`config.mk`:
```
export PLATFORM = sky130hd
export DESIGN_NAME = dtm_exec
export DESIGN_NICKNAME = d
export VERILOG_FILES = /design/src/rtl/dtm_pkg.sv /design/src/rtl/dtm_mask_reg.sv /design/src/rtl/dtm_scan.sv /design/src/rtl/dtm_fu.sv /design/src/rtl/dtm_exec.sv
export SDC_FILE = /design/constraint.sdc
export NUM_CORES = 1
export LEC_CHECK = 0
export CAP_MARGIN = 20
export CORE_MARGIN = 2
export CORE_UTILIZATION = 52
export CTS_CLUSTER_DIAMETER = 120
export DETAILED_ROUTE_END_ITERATION = 6
export HOLD_SLACK_MARGIN = 0.05
export PLACE_DENSITY = 0.81
export RECOVER_POWER = 100
export SYNTH_ARGS = -nofsm -noshare
export SYNTH_HDL_FRONTEND = slang
export SYNTH_SLANG_ARGS = --single-unit
```
`constraint.sdc`:
```
create_clock -name clk -period 3.3 [get_ports clk]
set_clock_uncertainty 0.1 [all_clocks]
set_input_delay 0.66 -clock clk [delete_from_list [all_inputs] [get_ports clk]]
set_output_delay 0.66 -clock clk [all_outputs]
set_load 0.1 [all_outputs]
```
`src/rtl/dtm_pkg.sv`:
```
package dtm_pkg;
    typedef enum logic [1:0] {
        OP_ADD = 2'd0,
        OP_SUB = 2'd1,
        OP_AND = 2'd2,
        OP_XOR = 2'd3
    } op_t;
endpackage

```
`src/rtl/dtm_mask_reg.sv`:
```
module dtm_mask_reg #(
    parameter int N = 8
) (
    input  logic         clk,
    input  logic         rst,
    input  logic         wr,
    input  logic         set_all,
    input  logic [N-1:0] din,
    output logic [N-1:0] q
);
    always_ff @(posedge clk) begin
        if (rst)          q <= '1;
        else if (set_all) q <= '1;
        else if (wr)      q <= din;
    end
endmodule

```
`src/rtl/dtm_scan.sv`:
```
module dtm_scan #(
    parameter int N  = 8,
    parameter int IW = 3
) (
    input  logic [N-1:0]  pend,
    output logic          found,
    output logic [IW-1:0] idx
);
    always_comb begin
        found = |pend;
        idx   = '0;
        for (int i = N - 1; i >= 0; i--) begin
            if (pend[i]) idx = IW'(i);
        end
    end
endmodule

```
`src/rtl/dtm_fu.sv`:
```
module dtm_fu
    import dtm_pkg::*;
#(
    parameter int DW = 16,
    parameter int IW = 3
) (
    input  logic          clk,
    input  logic          rst,
    input  logic          in_v,
    input  logic [IW-1:0] in_idx,
    input  op_t           in_op,
    input  logic [DW-1:0] in_a,
    input  logic [DW-1:0] in_b,
    output logic          out_v,
    output logic [IW-1:0] out_idx,
    output logic [DW-1:0] out_data
);
    typedef struct packed {
        logic          v;
        logic [IW-1:0] idx;
        op_t           op;
        logic [DW-1:0] a;
        logic [DW-1:0] b;
    } s1_t;

    typedef struct packed {
        logic          v;
        logic [IW-1:0] idx;
        logic [DW-1:0] data;
    } s2_t;

    s1_t s1;
    s2_t s2;
    logic [DW-1:0] res;

    always_comb begin
        case (s1.op)
            OP_ADD:  res = s1.a + s1.b;
            OP_SUB:  res = s1.a - s1.b;
            OP_AND:  res = s1.a & s1.b;
            default: res = s1.a ^ s1.b;
        endcase
    end

    always_ff @(posedge clk) begin
        if (rst) begin
            s1 <= '0;
            s2 <= '0;
        end else begin
            s1.v   <= in_v;
            s1.idx <= in_idx;
            s1.op  <= in_op;
            s1.a   <= in_a;
            s1.b   <= in_b;
            s2.v    <= s1.v;
            s2.idx  <= s1.idx;
            s2.data <= res;
        end
    end

    assign out_v    = s2.v;
    assign out_idx  = s2.idx;
    assign out_data = s2.data;
endmodule

```
`src/rtl/dtm_exec.sv`:
```
module dtm_exec
    import dtm_pkg::*;
#(
    parameter int VLMAX = 8,
    parameter int DW    = 16,
    localparam int IW   = $clog2(VLMAX),
    localparam int LW   = $clog2(VLMAX + 1)
) (
    input  logic                  clk,
    input  logic                  rst,
    input  logic                  mask_wr,
    input  logic [VLMAX-1:0]      mask_in,
    input  logic                  mask_set_all,
    input  logic                  start,
    input  logic [1:0]            op,
    input  logic [LW-1:0]         vlen,
    input  logic [VLMAX*DW-1:0]   src_a,
    input  logic [VLMAX*DW-1:0]   src_b,
    output logic                  busy,
    output logic                  done,
    output logic                  wb_en,
    output logic [IW-1:0]         wb_idx,
    output logic [DW-1:0]         wb_data
);
    logic [VLMAX-1:0]    mask_q;
    logic [VLMAX-1:0]    len_mask;
    logic [VLMAX-1:0]    pend_q;
    logic [VLMAX*DW-1:0] a_q, b_q;
    op_t                 op_q;
    logic                busy_q, done_q;
    logic                found;
    logic [IW-1:0]       sel_idx;
    logic                issue;

    dtm_mask_reg #(.N(VLMAX)) u_mask (
        .clk(clk), .rst(rst), .wr(mask_wr), .set_all(mask_set_all),
        .din(mask_in), .q(mask_q)
    );

    generate
        for (genvar g = 0; g < VLMAX; g++) begin : g_len
            assign len_mask[g] = (LW'(g) < vlen);
        end
    endgenerate

    dtm_scan #(.N(VLMAX), .IW(IW)) u_scan (
        .pend(pend_q), .found(found), .idx(sel_idx)
    );

    assign issue = busy_q && found;

    always_ff @(posedge clk) begin
        if (rst) begin
            busy_q <= 1'b0;
            done_q <= 1'b0;
            pend_q <= '0;
            a_q    <= '0;
            b_q    <= '0;
            op_q   <= OP_ADD;
        end else begin
            done_q <= 1'b0;
            if (!busy_q) begin
                if (start) begin
                    busy_q <= 1'b1;
                    pend_q <= mask_q & len_mask;
                    a_q    <= src_a;
                    b_q    <= src_b;
                    op_q   <= op_t'(op);
                end
            end else if (found) begin
                pend_q[sel_idx] <= 1'b0;
            end else begin
                busy_q <= 1'b0;
                done_q <= 1'b1;
            end
        end
    end

    dtm_fu #(.DW(DW), .IW(IW)) u_fu (
        .clk(clk), .rst(rst),
        .in_v(issue), .in_idx(sel_idx), .in_op(op_q),
        .in_a(a_q[sel_idx*DW +: DW]), .in_b(b_q[sel_idx*DW +: DW]),
        .out_v(wb_en), .out_idx(wb_idx), .out_data(wb_data)
    );

    assign busy = busy_q;
    assign done = done_q;
endmodule

```
Word level (Yosys, flattened, before mapping)
Index checks and enable logic that the tools add are counted.
{"block": "totals", "reg_bits": 334, "latchBits": 0, "ramBits": 0, "romBits": 0, "in_bits": 275, "output_inout_bits": 22, "elab_cells": 65, "n_memories": 0}
{"block": "op_classes", "add_sub_neg": 2, "n_mul": 0, "div": 0, "n_lt_le_gt_ge": 10, "n_eq_ne": 3, "shift": 2, "n_mux": 18, "n_bitwise": 6, "reduce_logical": 9}
{"op": "128-bit by 8-bit variable part select with 16-bit output", "count": 2}
{"op": "16-bit one-hot mux with 3 select lines", "count": 1}
{"op": "3-bit two-way mux", "count": 8}
{"op": "8-bit two-way mux", "count": 3}
{"op": "16-bit adder", "count": 1}
{"op": "16-bit bitwise AND", "count": 1}
{"op": "8-bit bitwise AND", "count": 2}
{"op": "3-bit by 4-bit < comparator with 1-bit output (first input constant)", "count": 4}
{"op": "16-bit subtractor", "count": 1}
{"op": "16-bit XOR", "count": 1}
{"op": "1-bit by 4-bit < comparator with 1-bit output (first input constant)", "count": 2}
{"op": "2-bit by 4-bit < comparator with 1-bit output (first input constant)", "count": 2}
{"op": "8-bit inverter", "count": 1}
{"op": "8-bit OR reduction", "count": 1}
{"op": "1-bit two-way mux", "count": 5}
{"op": "3-bit by 4-bit < comparator with 1-bit output (second input constant)", "count": 1}
{"op": "2-bit AND reduction", "count": 2}
{"op": "2-bit OR reduction", "count": 2}
{"op": "1-bit demux with 3-bit select", "count": 1}
{"op": "3-bit by 1-bit greater-or-equal comparator with 1-bit output (second input constant)", "count": 1}
{"op": "2-bit by 1-bit == test with 1-bit output (second input constant)", "count": 1}
{"op": "2-bit == test (second input constant)", "count": 1}
{"op": "1-bit logical AND", "count": 2}
{"op": "2-bit logical NOT", "count": 1}
{"op": "other kinds (3)", "count": 3}

Longest topological paths before layout
{"block": "logic_depth", "ltp_word": 16, "ltp_mapped": 13, "mapped_depth_nobuf": 13}

Modules after synthesis
Synthesis repeated with hierarchy kept, for this count alone.
{"block": "hier_totals", "cells_unflattened": 1779, "area_unflattened_um2": 14814.2}
{"module": "dtm_exec", "n_inst": 1, "cells_per_inst": 1414, "area_per_inst_um2": 11339.6, "seq_area_each_um2": 5365.1}
{"module": "dtm_fu", "n_inst": 1, "cells_per_inst": 326, "area_per_inst_um2": 3105.5, "seq_area_each_um2": 1161.1}
{"module": "dtm_mask_reg", "n_inst": 1, "cells_per_inst": 26, "area_per_inst_um2": 287.8, "seq_area_each_um2": 160.2}
{"module": "dtm_scan", "n_inst": 1, "cells_per_inst": 13, "area_per_inst_um2": 81.3, "seq_area_each_um2": 0.0}

Worst setup path before layout
Ideal clock, no wire load.
{"block": "synth_path", "path_type": "register -> register", "from": "reg u_fu.s1[32] (netlist bit)", "to": "reg u_fu.s2, in the netlist u_fu.out_data[15]", "setup_ps": 124, "t_arrival_ps": 2674, "required_time_ps": 3076, "slack_ps": 402, "stages_incl_launch_ff": 13, "n_path_buf": 2, "period_less_slack_ps": 2898, "path_cell_list": "dfxtp_1 > clkbuf_1 > and2b_2 > clkbuf_1 > nor2_1 > xnor2_1 > ha_1 > o21a_1 > o31a_1 > o41ai_2 > o21ai_0 > xnor2_1 > o22ai_1"}
{"block": "synth_between", "elab_chain_len": 2, "elab_cells_between_ends": 4, "classes_between": "eq/ne: 2; mux: 1; reduce/logical: 1"}
{"item": "start: declaration", "line_no": "dtm_fu.sv:32", "text": "s1_t s1;"}
{"item": "2-bit == test, or another cell as far along", "line_no": "dtm_fu.sv:37", "text": "case (s1.op)"}
{"item": "16-bit one-hot mux with 3 select lines (*)", "line_no": "dtm_fu.sv:37"}
{"item": "end: declaration", "line_no": "dtm_fu.sv:33", "text": "s2_t s2;"}
Every way passes the cells marked *; elsewhere a longest branch is shown, timed or not.
A chain may end at the register's enable or synchronous reset.

Worst setup path after layout
{"block": "layout_path", "from": "reg u_fu.s1[0] (netlist bit)", "to": "reg u_fu.s2, in the netlist u_fu.out_data[12]"}
{"block": "layout_between", "elab_chain_len": 2, "elab_cells_between_ends": 3, "classes_between": "add/sub: 2; mux: 1"}
{"item": "16-bit subtractor / 16-bit adder (equally long branches)", "line_no": "dtm_fu.sv:39, dtm_fu.sv:38"}
{"item": "16-bit one-hot mux with 3 select lines (*)", "line_no": "dtm_fu.sv:37"}
Marked as above.

==> run summary <==
status - complete, but fails checks
failing checks - capacitance limit, slew limit
Initial Utilization - 52.4%
final WL - 43300 µm
critical path startpoint - u_fu.s1[0]$_SDFF_PP0_
Max Cap Viol - 1
Max clock buf depth - 3
Ys Warns - 0
Rel. slew slack - -44.6%
Final GP Congestion - 0.897
fmax - 0.327 GHz
CTS resizes - 0
port bufs - 296
synthesis-to-layout area growth - 29.8%
Post-synth EDFFs - 0
Yosys reg bits - 334
TNS Setup - 0 ns
Synth async-reset ratio - 0%
static leakage - 7.06 nW
FF-to-FF setup slack - 0.24 ns
GRT Total Usage - 29.0%
# Post-CTS Setup Buffers - 0
drt first-iter violations - 1179
Crit path required time - 3.59 ns
largest net degree at the start of global routing - 126
Worst Reg-to-Reg Cells - 11
CTS tree - yes
core area - 27600 µm²
vias in the first global route - 12800
Cell variety after synth - 57
iteration count of the initial detailed-routing pass - 5
Final period util - 92.6%
Synth Flop Type - dfxtp_1
Worst EP arrival - 3.35 ns
Mapped Avg Cell Area - 8.19 µm²
WL/cell - 18.0 µm
crit path max fanout - 5
cells after synthesis - 1768
Critical Path Start Type - flip-flop
Remaining DRCs - 0
vias - 13300
Die ar. - 29200 µm²
Finished Layout Cells - 2403
CP endpoint kind - flip-flop
clock sink total - 334
FILL cells - 2283
IO Count - 297
Root Buffer Master - clkbuf_16
via/cell ratio - 5.55
commonest non-fill, non-tap cell in the layout - nand2_1
worst hold-check path type - reg2reg
CTS buffer count - 35
Final nets - 2307
Synth Cell Area - 14500 µm²
endpoints failing setup - 0
Worst-path clk slew - 0.06 ns
row cnt - 61
first-pass GRT wire length - 66500 µm
reg2reg start - u_fu.s1[0]$_SDFF_PP0_
area occupied by multi-input gates - 7270 µm²
pwr/cell area - 635 nW/µm²
RSZ-0062 raised after global routing - no
share of layout cells above drive strength 1 - 5.09%
clock period minus worst slack - 3.06 ns
post-DP HPWL - 31000 µm
initial antenna violation count - 4
Critical Path Sink - u_fu.out_data[12]$_SDFF_PP0_
Final ANT Viol Nets - 0
die height - 171 µm
hold buffer count at cts - 0
register area - 6690 µm²
Hold Fails Final Rpt - 0
Final Max Tran Viols - 100
Post-Syn Nets - 2076
placed cells - 2340
most frequent cells in the layout - nand2_1 (544), dfxtp_1 (334), a21oi_1 (320), clkdlybuf4s50_1 (273), mux2i_1 (116)
FF-to-FF End - u_fu.out_data[12]$_SDFF_PP0_
Seq/Total Area, Yosys - 46.2%
Die Span X - 171 µm
VDD IR-drop max - 0.399 mV
CP Class - reg2reg
H-tree depth reported by CTS - 2
worst skew pair latency - 0.52 ns
GRT overflow - 0
measured slew at the worst slew-check pin - 2.17 ns
cell usage after synthesis, types with 7 or more instances:
cell type | n | area [µm²]
a22oi_1 | 32 | 240
ha_1 | 32 | 400
dfxtp_1 | 334 | 6690
nor3_1 | 13 | 65.1
o21ai_0 | 17 | 85.1
nand2b_1 | 9 | 56.3
a211oi_1 | 7 | 52.6
mux2i_1 | 116 | 1160
xnor2_1 | 15 | 131
nor2b_1 | 10 | 62.6
nor2_1 | 29 | 109
clkbuf_1 | 106 | 398
a21o_1 | 7 | 52.6
o21ai_1 | 8 | 40.0
a21oi_1 | 321 | 1610
nand2_1 | 545 | 2050
o21a_1 | 39 | 293
buf_2 | 17 | 85.1
o22a_1 | 32 | 280
inv_1 | 10 | 37.5
per-layer routing:
metal | global-route usage (%) | up-vias | share of wire [%]
met5 | 0 | - | 0.032
met4 | 10.6 | 2 | 3.2
met3 | 4.05 | 88 | 5.9
met2 | 47.6 | 454 | 47
met1 | 39.1 | 6308 | 44
li1 | - | 6493 | -
where the power goes:
| part | switching (mW) | total, mW | internal, mW |
|---|---|---|---|
| logic | 2.03 | 3.25 | 1.21 |
| clock network | 1.61 | 4.12 | 2.51 |
| registers | 0.201 | 4.58 | 4.38 |
flip-flops by register name (all words and copies together), names as in the netlist:
register,count
a_q,128
b_q,128
u_fu.s1,38
u_fu.out_data,16
pend_q,8
u_mask.q,8
u_fu.out_idx,3
op_q,2
busy,1
done,1
u_fu.out_v,1
cell type report:
class	count	share of cell area [%]
diodes	3	0.0399
clock buffers	55	5.82
clock inverters	5	0.612
inverters	10	0.200
multi-input cells	1295	38.7
flip-flops and latches	334	35.6
well taps	378	2.52
repair buffers	323	16.6
per-stage QoR:
stage	power (mW)	instance area [µm²]	hold WS (ns)	util, %	worst slack (ns)
after global routing	12.4	18800	0.366	68.0	0.0329
after CTS	12.1	18900	0.354	68.5	0.232
after floorplan	6.92	14500	0.314	-	0.402
final	11.9	18800	0.348	68.0	0.244
after global placement	7.93	17700	0.327	64.1	0.177
after detailed placement	7.97	17700	0.340	64.1	0.269
critical path: stages (launching register included):
cell,delay (ns)
dfxtp_1,0.44
inv_1,0.07
ha_1,0.21
nand2b_1,0.17
o21ai_0,0.14
xor2_1,0.18
ha_1,0.33
o21ai_0,0.09
a21oi_1,0.09
o311ai_0,0.58
a211oi_1,0.16
or3_1,0.35
how the worst min path moves through the flow:
| stage | cells past startpoint | slack [ns] | end | from |
|---|---|---|---|---|
| after global routing | 2 | 0.37 | a_q[45]$_SDFFE_PP0P_ | a_q[45]$_SDFFE_PP0P_ |
| final | 1 | 0.35 | u_fu.out_idx[0]$_SDFF_PP0_ | u_fu.s1[34]$_SDFF_PP0_ |
| after floorplan | 1 | 0.31 | u_fu.out_idx[0]$_SDFF_PP0_ | u_fu.s1[34]$_SDFF_PP0_ |
| after CTS | 2 | 0.35 | b_q[14]$_SDFFE_PP0P_ | b_q[14]$_SDFFE_PP0P_ |
| after detailed placement | 1 | 0.34 | u_fu.out_idx[1]$_SDFF_PP0_ | u_fu.s1[35]$_SDFF_PP0_ |
| after global placement | 1 | 0.33 | u_fu.out_idx[0]$_SDFF_PP0_ | u_fu.s1[34]$_SDFF_PP0_ |
cells by family (layout without fill, tap and decap cells):
kind of cell | Yosys count | count (layout) | share of synthesized area, %
compound gates | 490 | 490 | 19.9
xor+xnor | 22 | 22 | 1.38
fa+ha+maj | 33 | 33 | 2.90
buf+inv | 139 | 393 | 3.92
flops | 334 | 334 | 46.2
mux | 119 | 119 | 8.25
other cells | 0 | 3 | 0
simple gates | 631 | 631 | 17.4
No activity file was read; power rests on OpenSTA's default activity.
